$ cat src/rtl/chsel_pkg.sv
package chsel_pkg;
  localparam int N_CH    = 4;
  localparam int SEL_W   = $clog2(N_CH) + 1;
  localparam int BYTE_W  = 8;
  localparam int STRAP_W = 3;
  localparam logic [3:0] ADDR_FIXED = 4'b1110;

  typedef enum logic [2:0] {
    PH_IDLE, PH_ADDR, PH_WRITE, PH_READ, PH_SKIP
  } phase_t;

  // Does an address byte (rw bit excluded) target this block?
  function automatic logic addr_hit(input logic [BYTE_W-1:0] b,
                                    input logic [STRAP_W-1:0] strap);
    return (b[7:4] == ADDR_FIXED) && (b[3:1] == strap);
  endfunction

  // Selection code (enable, index) to channel-enable vector
  function automatic logic [N_CH-1:0] sel_decode(input logic [SEL_W-1:0] sel);
    logic [N_CH-1:0] v;
    v = '0;
    if (sel[SEL_W-1]) v[sel[SEL_W-2:0]] = 1'b1;
    return v;
  endfunction
endpackage

$ cat src/rtl/chsel_bus_fsm.sv
module chsel_bus_fsm
  import chsel_pkg::*;
(
  input  logic               clk,
  input  logic               rst_n,
  input  logic [STRAP_W-1:0] strap_addr,
  input  logic               bus_start,
  input  logic               bus_stop,
  input  logic               rx_valid,
  input  logic [BYTE_W-1:0]  rx_data,
  input  logic               rd_req,
  output logic               ack,
  output logic               wr_strobe,
  output logic               rd_strobe
);
  phase_t phase;
  logic   addr_ok;

  assign addr_ok   = (phase == PH_ADDR) && rx_valid && addr_hit(rx_data, strap_addr);
  assign wr_strobe = (phase == PH_WRITE) && rx_valid;
  assign rd_strobe = (phase == PH_READ) && rd_req;

  always_ff @(posedge clk) begin
    if (!rst_n) begin
      phase <= PH_IDLE;
      ack   <= 1'b0;
    end else begin
      ack <= addr_ok || wr_strobe;
      if (bus_start)
        phase <= PH_ADDR;
      else if (bus_stop)
        phase <= PH_IDLE;
      else if (phase == PH_ADDR && rx_valid)
        phase <= addr_ok ? (rx_data[0] ? PH_READ : PH_WRITE) : PH_SKIP;
    end
  end
endmodule

$ cat src/rtl/chsel_ctrl_reg.sv
module chsel_ctrl_reg
  import chsel_pkg::*;
(
  input  logic              clk,
  input  logic              rst_n,
  input  logic              wr_strobe,
  input  logic [BYTE_W-1:0] rx_data,
  input  logic              bus_stop,
  output logic [SEL_W-1:0]  ctrl_sel,
  output logic [N_CH-1:0]   ch_en
);
  logic [SEL_W-1:0] active_sel;
  logic [N_CH-1:0]  dec;

  always_ff @(posedge clk) begin
    if (!rst_n) begin
      ctrl_sel   <= '0;
      active_sel <= '0;
    end else begin
      if (wr_strobe) ctrl_sel <= rx_data[SEL_W-1:0];
      if (bus_stop)  active_sel <= ctrl_sel;
    end
  end

  assign dec = sel_decode(active_sel);

  for (genvar i = 0; i < N_CH; i++) begin : g_en
    assign ch_en[i] = dec[i];
  end
endmodule

$ cat src/rtl/chsel_readback.sv
module chsel_readback
  import chsel_pkg::*;
(
  input  logic              clk,
  input  logic              rst_n,
  input  logic              rd_strobe,
  input  logic [N_CH-1:0]   irq_in,
  input  logic [SEL_W-1:0]  ctrl_sel,
  output logic              tx_valid,
  output logic [BYTE_W-1:0] tx_data
);
  localparam int PAD_W = BYTE_W - N_CH - SEL_W;

  always_ff @(posedge clk) begin
    if (!rst_n) begin
      tx_valid <= 1'b0;
      tx_data  <= '0;
    end else begin
      tx_valid <= rd_strobe;
      if (rd_strobe) tx_data <= {irq_in, {PAD_W{1'b0}}, ctrl_sel};
    end
  end
endmodule

$ cat src/rtl/chsel_top.sv
module chsel_top
  import chsel_pkg::*;
(
  input  logic              clk,
  input  logic              rst_n,
  input  logic [2:0]        strap_addr,
  input  logic              bus_start,
  input  logic              bus_stop,
  input  logic              rx_valid,
  input  logic [7:0]        rx_data,
  input  logic              rd_req,
  input  logic [3:0]        irq_in,
  output logic              ack,
  output logic              tx_valid,
  output logic [7:0]        tx_data,
  output logic [3:0]        ch_en
);
  logic             wr_strobe;
  logic             rd_strobe;
  logic [SEL_W-1:0] ctrl_sel;

  chsel_bus_fsm u_fsm (
    .clk(clk), .rst_n(rst_n), .strap_addr(strap_addr),
    .bus_start(bus_start), .bus_stop(bus_stop),
    .rx_valid(rx_valid), .rx_data(rx_data), .rd_req(rd_req),
    .ack(ack), .wr_strobe(wr_strobe), .rd_strobe(rd_strobe)
  );

  chsel_ctrl_reg u_ctrl (
    .clk(clk), .rst_n(rst_n), .wr_strobe(wr_strobe), .rx_data(rx_data),
    .bus_stop(bus_stop), .ctrl_sel(ctrl_sel), .ch_en(ch_en)
  );

  chsel_readback u_rb (
    .clk(clk), .rst_n(rst_n), .rd_strobe(rd_strobe), .irq_in(irq_in),
    .ctrl_sel(ctrl_sel), .tx_valid(tx_valid), .tx_data(tx_data)
  );
endmodule

$ cat config.mk
export PLATFORM = sky130hd
export DESIGN_NAME = chsel_top
export DESIGN_NICKNAME = d
export VERILOG_FILES = /design/src/rtl/chsel_pkg.sv /design/src/rtl/chsel_bus_fsm.sv /design/src/rtl/chsel_ctrl_reg.sv /design/src/rtl/chsel_readback.sv /design/src/rtl/chsel_top.sv
export SDC_FILE = /design/constraint.sdc
export NUM_CORES = 1
export LEC_CHECK = 0
export ABC_AREA = 1
export ABC_CLOCK_PERIOD_IN_PS = 1950
export BUFFER_PORTS_ARGS = -buffer_cell sky130_fd_sc_hd__buf_2
export CAP_MARGIN = 30
export CORE_MARGIN = 5
export CORE_UTILIZATION = 30
export DETAILED_ROUTE_END_ITERATION = 8
export PLACE_DENSITY = 0.59
export SKIP_CTS_REPAIR_TIMING = 1
export SLEW_MARGIN = 20
export SYNTH_ARGS = -nofsm -noshare
export SYNTH_HDL_FRONTEND = slang
export SYNTH_HIERARCHICAL = 1
export SYNTH_SLANG_ARGS = --single-unit
$ cat constraint.sdc
create_clock -name clk -period 1.95 [get_ports clk]
set_input_delay 0.4875 -clock clk [delete_from_list [all_inputs] [get_ports clk]]
set_output_delay 0.4875 -clock clk [all_outputs]
set_load 0.03 [all_outputs]
Yosys cells after proc, flatten, opt, wreduce, memory -nomap -nowiden
Index checks and enable logic that the tools add are counted.
{ "op_classes": {"n_lt_le_gt_ge": 2, "n_eq_ne": 5, "n_mux": 8, "bitwise": 1, "reduce_logical": 9} }
{ "op_table": {"columns": ["op", "n"], "rows": [
  ["$eq A3 B2 Y1 const B", 2],
  ["$logic_and A1 B1 Y1", 6],
  ["$mux W1", 5],
  ["$eq A4 B4 Y1 const B", 1],
  ["$mux W4", 1],
  ["$eq A3 B1 Y1 const B", 1],
  ["$eq A3 B3 Y1", 1],
  ["$lt A2 B3 Y1 const B", 1],
  ["$mux W3", 1],
  ["$reduce_bool A3 Y1", 1],
  ["$reduce_or A3 Y1", 1],
  ["$demux W1 S2", 1],
  ["$ge A2 B1 Y1 const B", 1],
  ["$logic_or A1 B1 Y1", 1],
  ["$not A1 Y1", 1]
]} }
{ "word_totals": {"register_bits": 18, "output_inout_bits": 14} }

Longest topological paths before layout
Gate-level depths: netlist of the first run.
{ "depth": {"word_depth": 7, "mapped_depth": 7, "ltp_nobuf": 7} }

Hierarchy
Netlist of the first run, hierarchy kept.
{ "by_module_without_submodules": {"columns": ["module", "instances", "cells_per_inst", "area_each_um2"], "rows": [
  ["chsel_readback", 1, 49, 325.3],
  ["chsel_bus_fsm", 1, 55, 290.3],
  ["chsel_ctrl_reg", 1, 43, 269.0]
]} }

Worst setup path before layout of the first run
OpenSTA, ideal clock, no wires.
{ "synth_timing": {"path_type": "reg-to-output", "start": "reg u_ctrl.active_sel[2]", "end": "out ch_en[1]", "arrival_ns": 1.069, "t_required_ns": 1.462, "slack_ns": 0.394, "stages_incl_launch_ff": 3, "cell_sequence": "dfxtp_1 > inv_1 > nor3_1"} }
{ "synth_via": {"elab_chain_cells": 1} }
{ "synth_lines": {"columns": ["element", "line", "rtl"], "rows": [
  ["start: declaration", "chsel_ctrl_reg.sv:12", "logic [SEL_W-1:0] active_sel;"],
  ["start signal: assignment", "chsel_ctrl_reg.sv:21", "if (bus_stop) active_sel <= ctrl_sel;"],
  ["$mux W4", "chsel_pkg.sv:22", "if (sel[SEL_W-1]) v[sel[SEL_W-2:0]] = 1'b1;"],
  ["end: declaration", "chsel_top.sv:16", "output logic [3:0] ch_en"]
]} }
No other way between the ends.

Worst setup path after layout of the first run
{ "layout_timing": {"start": "reg u_ctrl.active_sel[1]", "end": "out ch_en[2]"} }
{ "layout_via": {"elab_chain_cells": 5} }
{ "layout_lines": {"columns": ["element", "line"], "rows": [
  ["$lt A2 B3 Y1 (not written as such) / $ge A2 B1 Y1 (equally long branches)", "chsel_pkg.sv:22"],
  ["$logic_and A1 B1 Y1 (not written as such)", "chsel_pkg.sv:22"],
  ["$mux W1 (not written as such)", "chsel_pkg.sv:22"],
  ["$demux W1 S2 *", null],
  ["$mux W4 *", "chsel_pkg.sv:22"]
]} }
Every way passes the cells marked *; elsewhere a longest branch is shown, timed or not.

==> impl_summary.md, run 1 <==
Detailed routing
The routed length per instance is 8.55 um. The detail route stage leaves a number of antenna-violating nets equal to 0. The total iterations of the first detailed-routing run is 4. The routed via count divided by cell count is 4.11. The final route contains 880 vias. The total wirelength of the detailed-routed design is 1830 um.

The number of DRC markers in iteration 0 is 18. The final routed DRC violation total is 0.

Layout
Cells with a size suffix above 1 make up 22.4% of the layout. The final standard cell utilization of the core is 40.2%. From synthesis to final layout, the design area changed by 26.3%. After the last flow step, the layout net total stands at 205. The number of antenna diodes in the final layout is 0.

Critical path
The highest fanout seen on the critical path is 4. The signal arrival time at the worst endpoint is 1110 ps. STA puts the critical path data required time at 1460 ps. The reg-to-reg setup timing slack is 850 ps. The category of the most critical setup path is reg2out. The kind of start point of the critical path is a flip-flop. The critical path capture point type is an output port.

Yosys
The mean instance size in the synthesized netlist is 6.02 um^2. For this run, the register share of the synthesized area comes to 40.7%. Counting every instance in the synthesized netlist gives 147. The cell area that synthesis handed to floorplanning was 885 um^2. Synthesis produced a netlist with a net count of 168. After synthesis, the cell types taking the most area are sky130_fd_sc_hd__dfxtp_1 41%, sky130_fd_sc_hd__nand2_1 19%, sky130_fd_sc_hd__nor2_1 15%.

The netlist uses 17 different library cells. The yosys synthesis warning count is 6. Summed over its instances, the top area cell type makes up 40.7% of the synthesized netlist area.

Of all cell types, the one taking the most synthesized area is sky130_fd_sc_hd__dfxtp_1. Counting flops and latches in the post-synthesis netlist gives 18.

STA
The minimum clock period is 1600 ps. Once routing completed, OpenROAD measured the worst setup slack at 349 ps. The final number of setup-violating endpoints is 0. Setup repair after global routing left no endpoint under its margin. For the final routed database, the setup TNS stands at 0 ps. The count of pins over their slew limit is 0. The worst clock skew is 3.04 ps. The count of endpoints failing hold in the final timing report is 0.

After layout, the worst path uses 82.1% of the clock period. The final hold slack is 471 ps. The maximum frequency from static timing analysis is 625 MHz.

Hold path
The tightest min-delay check is of the in2reg type.

CTS
Clock-pin slew was measured on the worst setup and hold paths at 100 ps. The clock insertion delay at the later pin of the skew report is 300 ps. The CTS tree is done.

The tree is rooted in a sky130_fd_sc_hd__clkbuf_4. The longest clock path from root to sink contains 2 buffers. The clock drives 18 sinks.

The number of H-tree levels is 1. The TritonCTS buffer count is 3.

Power and ir drop
The static leakage is 0.616 nW. The overall power of the completed layout is 0.682 mW. IR analysis of the VDD net gives a maximum drop of 0.000295 V. The power density over the cells is 611 mW/mm^2. The part of the power in the clock network is 33.8%. The internal portion of the total power is 0.517 mW.

The proportion of total power due to net switching is 24.2%. For this design the total switching power over the nets is 0.165 mW. The logic gate share of total power is 11.0%. The share of total power dissipated in sequential elements is 55.2%.

Global route
The initial antenna violation count came to 0. The overall routing resource usage is 9.61%. The number of global-route vias before repair came to 826. The leftover overflow at the end of global routing is 0.

Entering global routing, the biggest net connects 18 pins. The global-route wire length before repair is 3200 um.

Floorplan
The die is 64.3 um wide. The floorplan has 19 rows. The die is 64.3 um tall. Pin placement for this block handled 35 I/O pins. The effective utilization at floorplan is 31.8%. The core region area is 0.00278 mm^2. The die covers 0.00413 mm^2.

Place
The final weighted congestion in routability-driven placement is 0.690. The HPWL after detailed placement is 1470 um. Input and output buffers added on the ports amount to 33. Timing analysis after detailed placement gives a worst setup slack of 683 ps.

Job
The tool flagged a number of max-cap violations equal to 0.

Status
The flow ran to the end, and the final reports show no timing, DRC or antenna violations.
-- Yosys cell counts --
cell,number
sky130_fd_sc_hd__a21oi_1,2
sky130_fd_sc_hd__buf_4,1
sky130_fd_sc_hd__buf_6,1
sky130_fd_sc_hd__clkbuf_1,1
sky130_fd_sc_hd__conb_1,1
sky130_fd_sc_hd__dfxtp_1,18
sky130_fd_sc_hd__inv_1,31
sky130_fd_sc_hd__nand2_1,45
sky130_fd_sc_hd__nand3_1,2
sky130_fd_sc_hd__nand4_1,1
sky130_fd_sc_hd__nor2_1,35
sky130_fd_sc_hd__nor2_2,1
sky130_fd_sc_hd__nor3_1,4
sky130_fd_sc_hd__nor3_2,1
sky130_fd_sc_hd__nor4_1,1
sky130_fd_sc_hd__o21a_1,1
sky130_fd_sc_hd__o21ai_0,1
-- kinds of logic (layout without fill, tap and decap cells) --
logic type / after synthesis / after routing / share of synthesized area (%)
other: 1 / 1 / 0.424
flip-flops: 18 / 18 / 40.7
AND/OR/NAND/NOR: 90 / 90 / 40.6
AO/OA/AOI/OAI: 4 / 4 / 2.55
buffers and inverters: 34 / 70 / 15.7
-- routing by layer --
metal  GRT usage [%]  up-vias  wire length (um)  part of all wire [%]
li1                -      492                 -                     -
met1            10.6      354               863                    47
met2            15.4       29               748                    41
met3            3.50        5               168                   9.2
met4            6.11        0                51                   2.8
met5               0        -                 0                     0
-- final cells by class --
class | instances | area, um^2
repair buffers | 35 | 180
well taps | 31 | 38.8
fillers | 325 | 1660
clock buffers | 4 | 36.3
inverters | 31 | 116
flip-flops and latches | 18 | 360
multi-input cells | 95 | 385
-- critical path, cell delays in order (launching register included) --
cell	delay, ps
sky130_fd_sc_hd__dfxtp_1	390
sky130_fd_sc_hd__inv_1	80
sky130_fd_sc_hd__nor3_1	120
sky130_fd_sc_hd__buf_2	220
-- sequential cells by signal, indices dropped and copies added, names as in the netlist --
register,flops
u_ctrl/ctrl_sel,3
u_fsm/ack,1
u_rb/tx_data,7
u_fsm/phase,3
u_ctrl/active_sel,3
u_rb/tx_valid,1
-- power groups by stage --
stage | Sequential [mW] | Clock, mW | Combinational (mW)
3_3_place_gp | 0.385 | 0 | 0.0745
4_1_cts | 0.377 | 0.243 | 0.0765
6_report | 0.376 | 0.231 | 0.0753
5_1_grt | 0.377 | 0.263 | 0.0868
2_1_floorplan | 0.384 | 0 | 0.0450
3_5_place_dp | 0.385 | 0 | 0.0762
-- path summary, 6_finish.rpt --
check                       start  depth (start not counted)                 end
max          u_ctrl/active_sel[1]                          3            ch_en[2]
min                     irq_in[3]                          5     u_rb/tx_data[7]
max reg2reg        u_fsm/phase[0]                          5  u_ctrl/ctrl_sel[0]
min reg2reg       u_rb/tx_data[4]                          2     u_rb/tx_data[4]
-- metrics by stage --
step           area (um^2)  instances
6_report              1120        214
5_1_grt               1120        214
4_1_cts               1120        214
3_5_place_dp          1080        210
3_3_place_gp          1080        210
2_1_floorplan          885        147
-- layout by cell type, fill, tap and decap left out, drive strengths merged --
| master | n |
|---|---|
| nand2 | 45 |
| nor2 | 36 |
| buf | 35 |
| inv | 31 |
| dfxtp | 18 |
| nor3 | 5 |
| clkbuf | 4 |
| a21oi | 2 |
| nand3 | 2 |
| nor4 | 1 |
| nand4 | 1 |
| o21ai | 1 |
| o21a | 1 |
| conb | 1 |
(Power assumes the default switching activity.)
==> inputs of run 2 (changes only) <==
--- a/config.mk
+++ b/config.mk
@@ -6,7 +6,7 @@
 export NUM_CORES = 1
 export LEC_CHECK = 0
 export ABC_AREA = 1
-export ABC_CLOCK_PERIOD_IN_PS = 1950
+export ABC_CLOCK_PERIOD_IN_PS = 1550
 export BUFFER_PORTS_ARGS = -buffer_cell sky130_fd_sc_hd__buf_2
 export CAP_MARGIN = 30
 export CORE_MARGIN = 5
==> constraint.sdc (replaced) <==
create_clock -name clk -period 1.55 [get_ports clk]
set_input_delay 0.3875 -clock clk [delete_from_list [all_inputs] [get_ports clk]]
set_output_delay 0.3875 -clock clk [all_outputs]
set_load 0.03 [all_outputs]
==> run 2 against run 1 <==
  * Worst hold slack worse by 93 ps
  * Non-clock buffer count stayed put
  * Register-to-register slack worse by 370 ps
  * Routed wire length up 0.55%
  * Design area rose by 2.0%
  * Utilization rose by 0.81 points
  * Die area did not move
  * Power increased by 26%
  * Final cell count is the same
==> impl_summary.md, run 2 (synthesis results as in run 1) <==
Status
The run finished with clean final reports.

STA
Based on the critical path, the design can be clocked at up to 676 MHz. The minimum clock period is 1480 ps. Setup repair after global routing could not meet its margin everywhere. The worst path uses 95.4% of the clock period. The count of pins over their slew limit is 0. The tightest hold path in the finished design has a slack of 378 ps. The worst clock skew is 0.954 ps. The count of endpoints failing hold in the final timing report is 0.

The final number of setup-violating endpoints is 0.

Place
The number of buffers inserted by port buffering is 33. The HPWL reported at the end of detailed placement is 1470 um. The total cell area at the placement stage is 0.00108 mm^2. The final weighted congestion in routability-driven placement is 0.690.

Critical path
The count of cells along the worst register-to-register path is 6. The kind of start point of the critical path is a flip-flop. The critical path capture point type is an output port.

The category of the most critical setup path is reg2out. At the worst endpoint, the required time is 1160 ps. Along the worst path, the maximum fanout reaches 4. For the worst setup path, the data arrival time is 1090 ps.

Global route
The number of global-route vias before repair is 800. The initial antenna violation count is 0. The global-route wire length before repair is 3190 um. Global routing consumed, over all layers together, 9.65% of the routing resources. Entering global routing, the biggest net connects 18 pins. After global routing the overflow that remains totals 0.

Layout
Measured on the finished design, the core utilization comes to 41.0%. In the layout the commonest cells are 45 x sky130_fd_sc_hd__nand2_1, 35 x sky130_fd_sc_hd__nor2_1, 31 x sky130_fd_sc_hd__inv_1, 29 x sky130_fd_sc_hd__buf_2, 16 x sky130_fd_sc_hd__dfxtp_1. The layout overhead on the synthesized area is 28.9%. In the final layout, the share of cells above drive strength 1 is 24.6%. The most frequent standard cell in the layout excluding fill and tap cells is sky130_fd_sc_hd__nand2_1.

The number of flip-flops under the largest register name is 7. The finished cells cover 0.00114 mm^2. The register name with the most flops is u_rb/tx_data. The repair_antennas step left the layout with diodes totalling 0.

The net count of the finished layout is 205.

Floorplan
The floorplan step defined a die boundary enclosing 0.00413 mm^2. The number of top-level pins is 35. The core region area is 0.00278 mm^2. The die is 64.3 um tall.

Once the floorplan was initialized, standard cells occupied 31.8% of the core. The horizontal die dimension is 64.3 um. The row count is 19.

CTS
The number of H-tree levels is 1. CTS saw 18 sinks. Counting along the longest clock path gives a buffer depth of 2. Clock tree synthesis selected as its root buffer the cell sky130_fd_sc_hd__clkbuf_4.

Clock-pin slew was measured on the worst setup and hold paths at 100 ps. The number of clock buffers added by TritonCTS is 3. The CTS tree is done. The clock insertion delay at the later pin of the skew report is 290 ps.

Detailed routing
The count of nets left with antenna violations once routing finished came out at 0. The final routed DRC violation total is 0. The total number of vias is 869. The total iterations of the first detailed-routing run is 6.

The total wirelength of the detailed-routed design is 1840 um. The number of DRC markers in iteration 0 is 24. The routed length per instance is 8.60 um.

The routed via count divided by cell count is 4.06.

Hold path
Counting instances, the worst hold path has a depth of 5. The worst hold path belongs to the class in2reg.

Job
The total of max-cap violations is 0.

Power and ir drop
The largest voltage drop on the vdd net is 0.000372 V. The static leakage is 0.621 nW. The power density over the cells is 753 mW/mm^2.
## run 2: stage by stage
stage / TNS, ps / cells / worst slack (ps) / power (mW)
after floorplan: 0 / 147 / 93.8 / 0.540
after global placement: 0 / 210 / 419 / 0.578
after detailed placement: 0 / 210 / 381 / 0.580
after CTS: 0 / 214 / 29.4 / 0.878
after global routing: -6.40 / 214 / -6.40 / 0.918
final: 0 / 214 / 71.3 / 0.859
## run 2: path summary, 6_finish.rpt
check	from	to	slack [ps]
min reg2reg	u_rb/tx_data[2]	u_rb/tx_data[2]	470
max	u_ctrl/active_sel[2]	ch_en[2]	70
max reg2reg	u_fsm/phase[1]	u_ctrl/ctrl_sel[2]	480
min	irq_in[2]	u_rb/tx_data[6]	380
## run 2: layer usage
| layer | track usage (%) | routed length (um) | share of wire, % | vias to the layer above |
|---|---|---|---|---|
| met5 | 0 | 0 | 0 | - |
| met4 | 6.11 | 14 | 0.76 | 0 |
| met3 | 2.45 | 154 | 8.4 | 2 |
| met2 | 15.4 | 817 | 44 | 24 |
| met1 | 11.4 | 853 | 46 | 351 |
| li1 | - | - | - | 492 |
## run 2: cell type report
type	count	area, um^2
Fill cell	316	1640
Tap cell	31	38.8
Sequential cell	18	363
Clock buffer	4	36.3
Multi-Input combinational cell	95	395
Timing Repair Buffer	35	190
Inverter	31	116
## run 2: critical path, cell delays in order (launching register included)
cell	delay (ps)
sky130_fd_sc_hd__dfxtp_1	340
sky130_fd_sc_hd__inv_1	90
sky130_fd_sc_hd__nor3_1	180
sky130_fd_sc_hd__buf_4	190
## run 2: power breakdown
group | leakage, nW | total, mW | internal, mW | switching (mW)
Sequential | 0.147 | 0.475 | 0.469 | 0.00594
Clock | 0.0210 | 0.287 | 0.143 | 0.144
Combinational | 0.453 | 0.0967 | 0.0400 | 0.0566
Total | 0.621 | 0.859 | 0.652 | 0.207
==> inputs of run 3 (changes only) <==
--- a/config.mk
+++ b/config.mk
@@ -6,13 +6,13 @@
 export NUM_CORES = 1
 export LEC_CHECK = 0
 export ABC_AREA = 1
-export ABC_CLOCK_PERIOD_IN_PS = 1550
+export ABC_CLOCK_PERIOD_IN_PS = 1300
 export BUFFER_PORTS_ARGS = -buffer_cell sky130_fd_sc_hd__buf_2
 export CAP_MARGIN = 30
 export CORE_MARGIN = 5
 export CORE_UTILIZATION = 30
 export DETAILED_ROUTE_END_ITERATION = 8
-export PLACE_DENSITY = 0.59
+export PLACE_DENSITY = 0.61
 export SKIP_CTS_REPAIR_TIMING = 1
 export SLEW_MARGIN = 20
 export SYNTH_ARGS = -nofsm -noshare
==> constraint.sdc (replaced) <==
create_clock -name clk -period 1.3 [get_ports clk]
set_input_delay 0.325 -clock clk [delete_from_list [all_inputs] [get_ports clk]]
set_output_delay 0.325 -clock clk [all_outputs]
set_load 0.03 [all_outputs]
==> run 3 against run 2 <==
  * Critical path type unchanged
  * Design area up 0.99%
  * Sequential cell count stayed put
  * Non-clock buffer count did not move
  * The run now ends with negative setup slack left
==> impl_summary.md, run 3 (synthesis results as in run 1) <==
Status
The flow ran to the end, but the final reports show violations. The final reports fail on negative setup slack.

Critical path
The count of cells along the worst register-to-register path is 6. The library cell contributing the largest single delay on the critical path is sky130_fd_sc_hd__dfxtp_4. Counting buffers and inverters, the worst setup path is 3 cells deep. The highest fanout seen on the critical path is 4. Traced cell by cell, the critical path runs through inv_4, nor3_2, buf_4. The delay of the slowest cell on the worst path is 390 ps. The top cell family by delay on the critical path is flip-flops. STA classifies the critical path startpoint as a flip-flop.

The data required time at the worst endpoint is 980 ps. The critical path capture point type is an output port. The signal arrival time at the worst endpoint is 1050 ps.

By startpoint and endpoint, the worst setup path is classified as reg2out. Together, buffers and inverters on the worst path number 2.

Floorplan
The total area inside the core boundary comes to 0.00278 mm^2. The horizontal die dimension is 64.3 um. Measured along the y axis, the die boundary spans 64.3 um. The overall die area is 0.00413 mm^2. After floorplanning, the core was divided into 19 placement rows. The effective utilization at floorplan is 31.8%. 35 I/O pins were placed.

CTS
The clock insertion delay at the later pin of the skew report is 290 ps. The number of clock buffers added by TritonCTS is 3. TritonCTS built the clock tree. The count of clock tree sinks is 18. The cell sitting at the root of the clock tree is a sky130_fd_sc_hd__clkbuf_4.

No sink is reached through more buffers than the 2 on the longest clock path. In this run the number of H-tree levels came out at 1. After clock tree synthesis, the clock-pin slew on the worst setup and hold paths is 100 ps.

Global route
The initial antenna violation count is 0. Global routing used 8.86% of the available tracks across all layers. The pin count of the biggest net entering global routing is 18. The number of global-route vias before repair is 731. For this run the aggregate overflow at the end of global routing stands at 0. The global-route wire length before repair is 2930 um.

Layout
0 antenna diodes ended up in the layout. In the layout the commonest cells are 45 x sky130_fd_sc_hd__nand2_1, 35 x sky130_fd_sc_hd__nor2_1, 29 x sky130_fd_sc_hd__buf_2, 28 x sky130_fd_sc_hd__inv_1, 15 x sky130_fd_sc_hd__dfxtp_1. The layout overhead on the synthesized area is 30.1%. The number of flip-flops under the largest register name is 7. The multi-input gate area in the final layout is 400 um^2. Counting the fill cells in the layout gives 341. The most frequent standard cell in the layout excluding fill and tap cells is sky130_fd_sc_hd__nand2_1. The register name with the most flops is u_rb/tx_data. The net total in the final layout is 205. The combined flip-flop and latch cell area is 367 um^2. The layout cell share with drive strength beyond 1 is 27.3%.

Place
Routability-driven placement finished with a final weighted congestion of 0.737. The number of buffers inserted by port buffering is 33. The HPWL reported at the end of detailed placement is 1410 um.

STA
The final critical path takes up 106% of the cycle. The count of endpoints failing hold in the final timing report came to 0. The worst path in the final design needs a cycle of 1380 ps, including I/O delays and setup.

Timing would allow up to 726 MHz. The count of pins over their slew limit was 0. For the final routed database, the setup TNS stands at -175 ps. The clock arrives with 0.511 ps of skew. The final number of setup-violating endpoints is 4.

Hold is met by 315 ps. The final worst-path setup slack is -78.0 ps. Setup repair after global routing could not meet its margin everywhere.

Detailed routing
After detailed routing, the number of remaining DRC violations is 0. The total wirelength of the detailed-routed design is 1810 um. The total iterations of the first detailed-routing run is 3. Across all layers, the routed design uses 870 vias. The number of DRC markers in iteration 0 is 13.

The routed via count divided by cell count is 4.07. The detail route stage leaves a number of antenna-violating nets equal to 0. Dividing the detail-routed wire length by the instance count gives 8.44 um.

Power and ir drop
Of the total power, the clock network draws 33.4%. The switching power of the nets is 0.248 mW. The logic gate share of total power is 11.4%. The static leakage is 0.620 nW. The proportion of total power due to net switching is 24.2%.

The power density over the cells is 891 mW/mm^2. The largest voltage drop on the vdd net is 0.000364 V. The fraction of power consumed by sequential logic is 55.2%. The internal portion of the total power is 0.777 mW.

Job
The total of max-cap violations is 0.

Hold path
The worst hold path cell count is 5. The min-delay analysis places its worst path in the category in2reg.
run 3: cell types whose count changed in the layout (fill, tap and decap cells not counted):
cell                      change
sky130_fd_sc_hd__inv_1        -3
sky130_fd_sc_hd__inv_2        +2
sky130_fd_sc_hd__dfxtp_1      -1
sky130_fd_sc_hd__dfxtp_4      +1
sky130_fd_sc_hd__inv_4        +1
sky130_fd_sc_hd__nor3_1       -1
sky130_fd_sc_hd__nor3_2       +1
run 3: layout make-up:
cell class	instances	area share (%)
multi-input combinational	95	34.8
sequential	18	31.8
timing repair buffer	35	16.5
inverter	31	10.3
tap	31	3.37
clock buffer	4	3.15
run 3: power groups by stage:
stage                     sequential, mW  combinational, mW  clock (mW)
final                              0.566              0.117       0.342
after floorplan                    0.576             0.0676           0
after global routing               0.568              0.133       0.397
after detailed placement           0.577              0.114           0
after CTS                          0.565              0.114       0.367
after global placement             0.577              0.113           0
run 3: through the flow:
step | std cells | util, % | setup slack (ps) | instance area (um^2) | total power, mW
final | 214 | 41.4 | -78.0 | 1150 | 1.03
after global routing | 214 | 41.4 | -152 | 1150 | 1.10
after CTS | 214 | 40.2 | -149 | 1120 | 1.05
after detailed placement | 210 | 38.9 | 201 | 1080 | 0.691
after global placement | 210 | 38.9 | 197 | 1080 | 0.690
after floorplan | 147 | - | -93.7 | 885 | 0.643
run 3: final timing paths:
check                                     startpoint            endpoint  slack, ps
worst min-delay path                       irq_in[1]     u_rb/tx_data[5]        320
worst min register to register       u_rb/tx_data[7]     u_rb/tx_data[7]        470
worst max register to register        u_fsm/phase[1]  u_ctrl/ctrl_sel[1]        220
worst max-delay path            u_ctrl/active_sel[1]            ch_en[3]        -80
run 3: worst min-delay path: stages:
cell and delay [ps]:
sky130_fd_sc_hd__buf_2 80, sky130_fd_sc_hd__inv_1 30, sky130_fd_sc_hd__nand2_1 40, sky130_fd_sc_hd__nand2_1 40, sky130_fd_sc_hd__nor2_1 60
run 3: routing by layer:
| metal | part of all wire, % | vias up | GRT usage (%) |
|---|---|---|---|
| met2 | 43 | 24 | 13.3 |
| met1 | 48 | 352 | 10.6 |
| met4 | 0.72 | 0 | 5.34 |
| met3 | 9.0 | 2 | 3.33 |
| met5 | 0 | - | 0 |
| li1 | - | 492 | - |
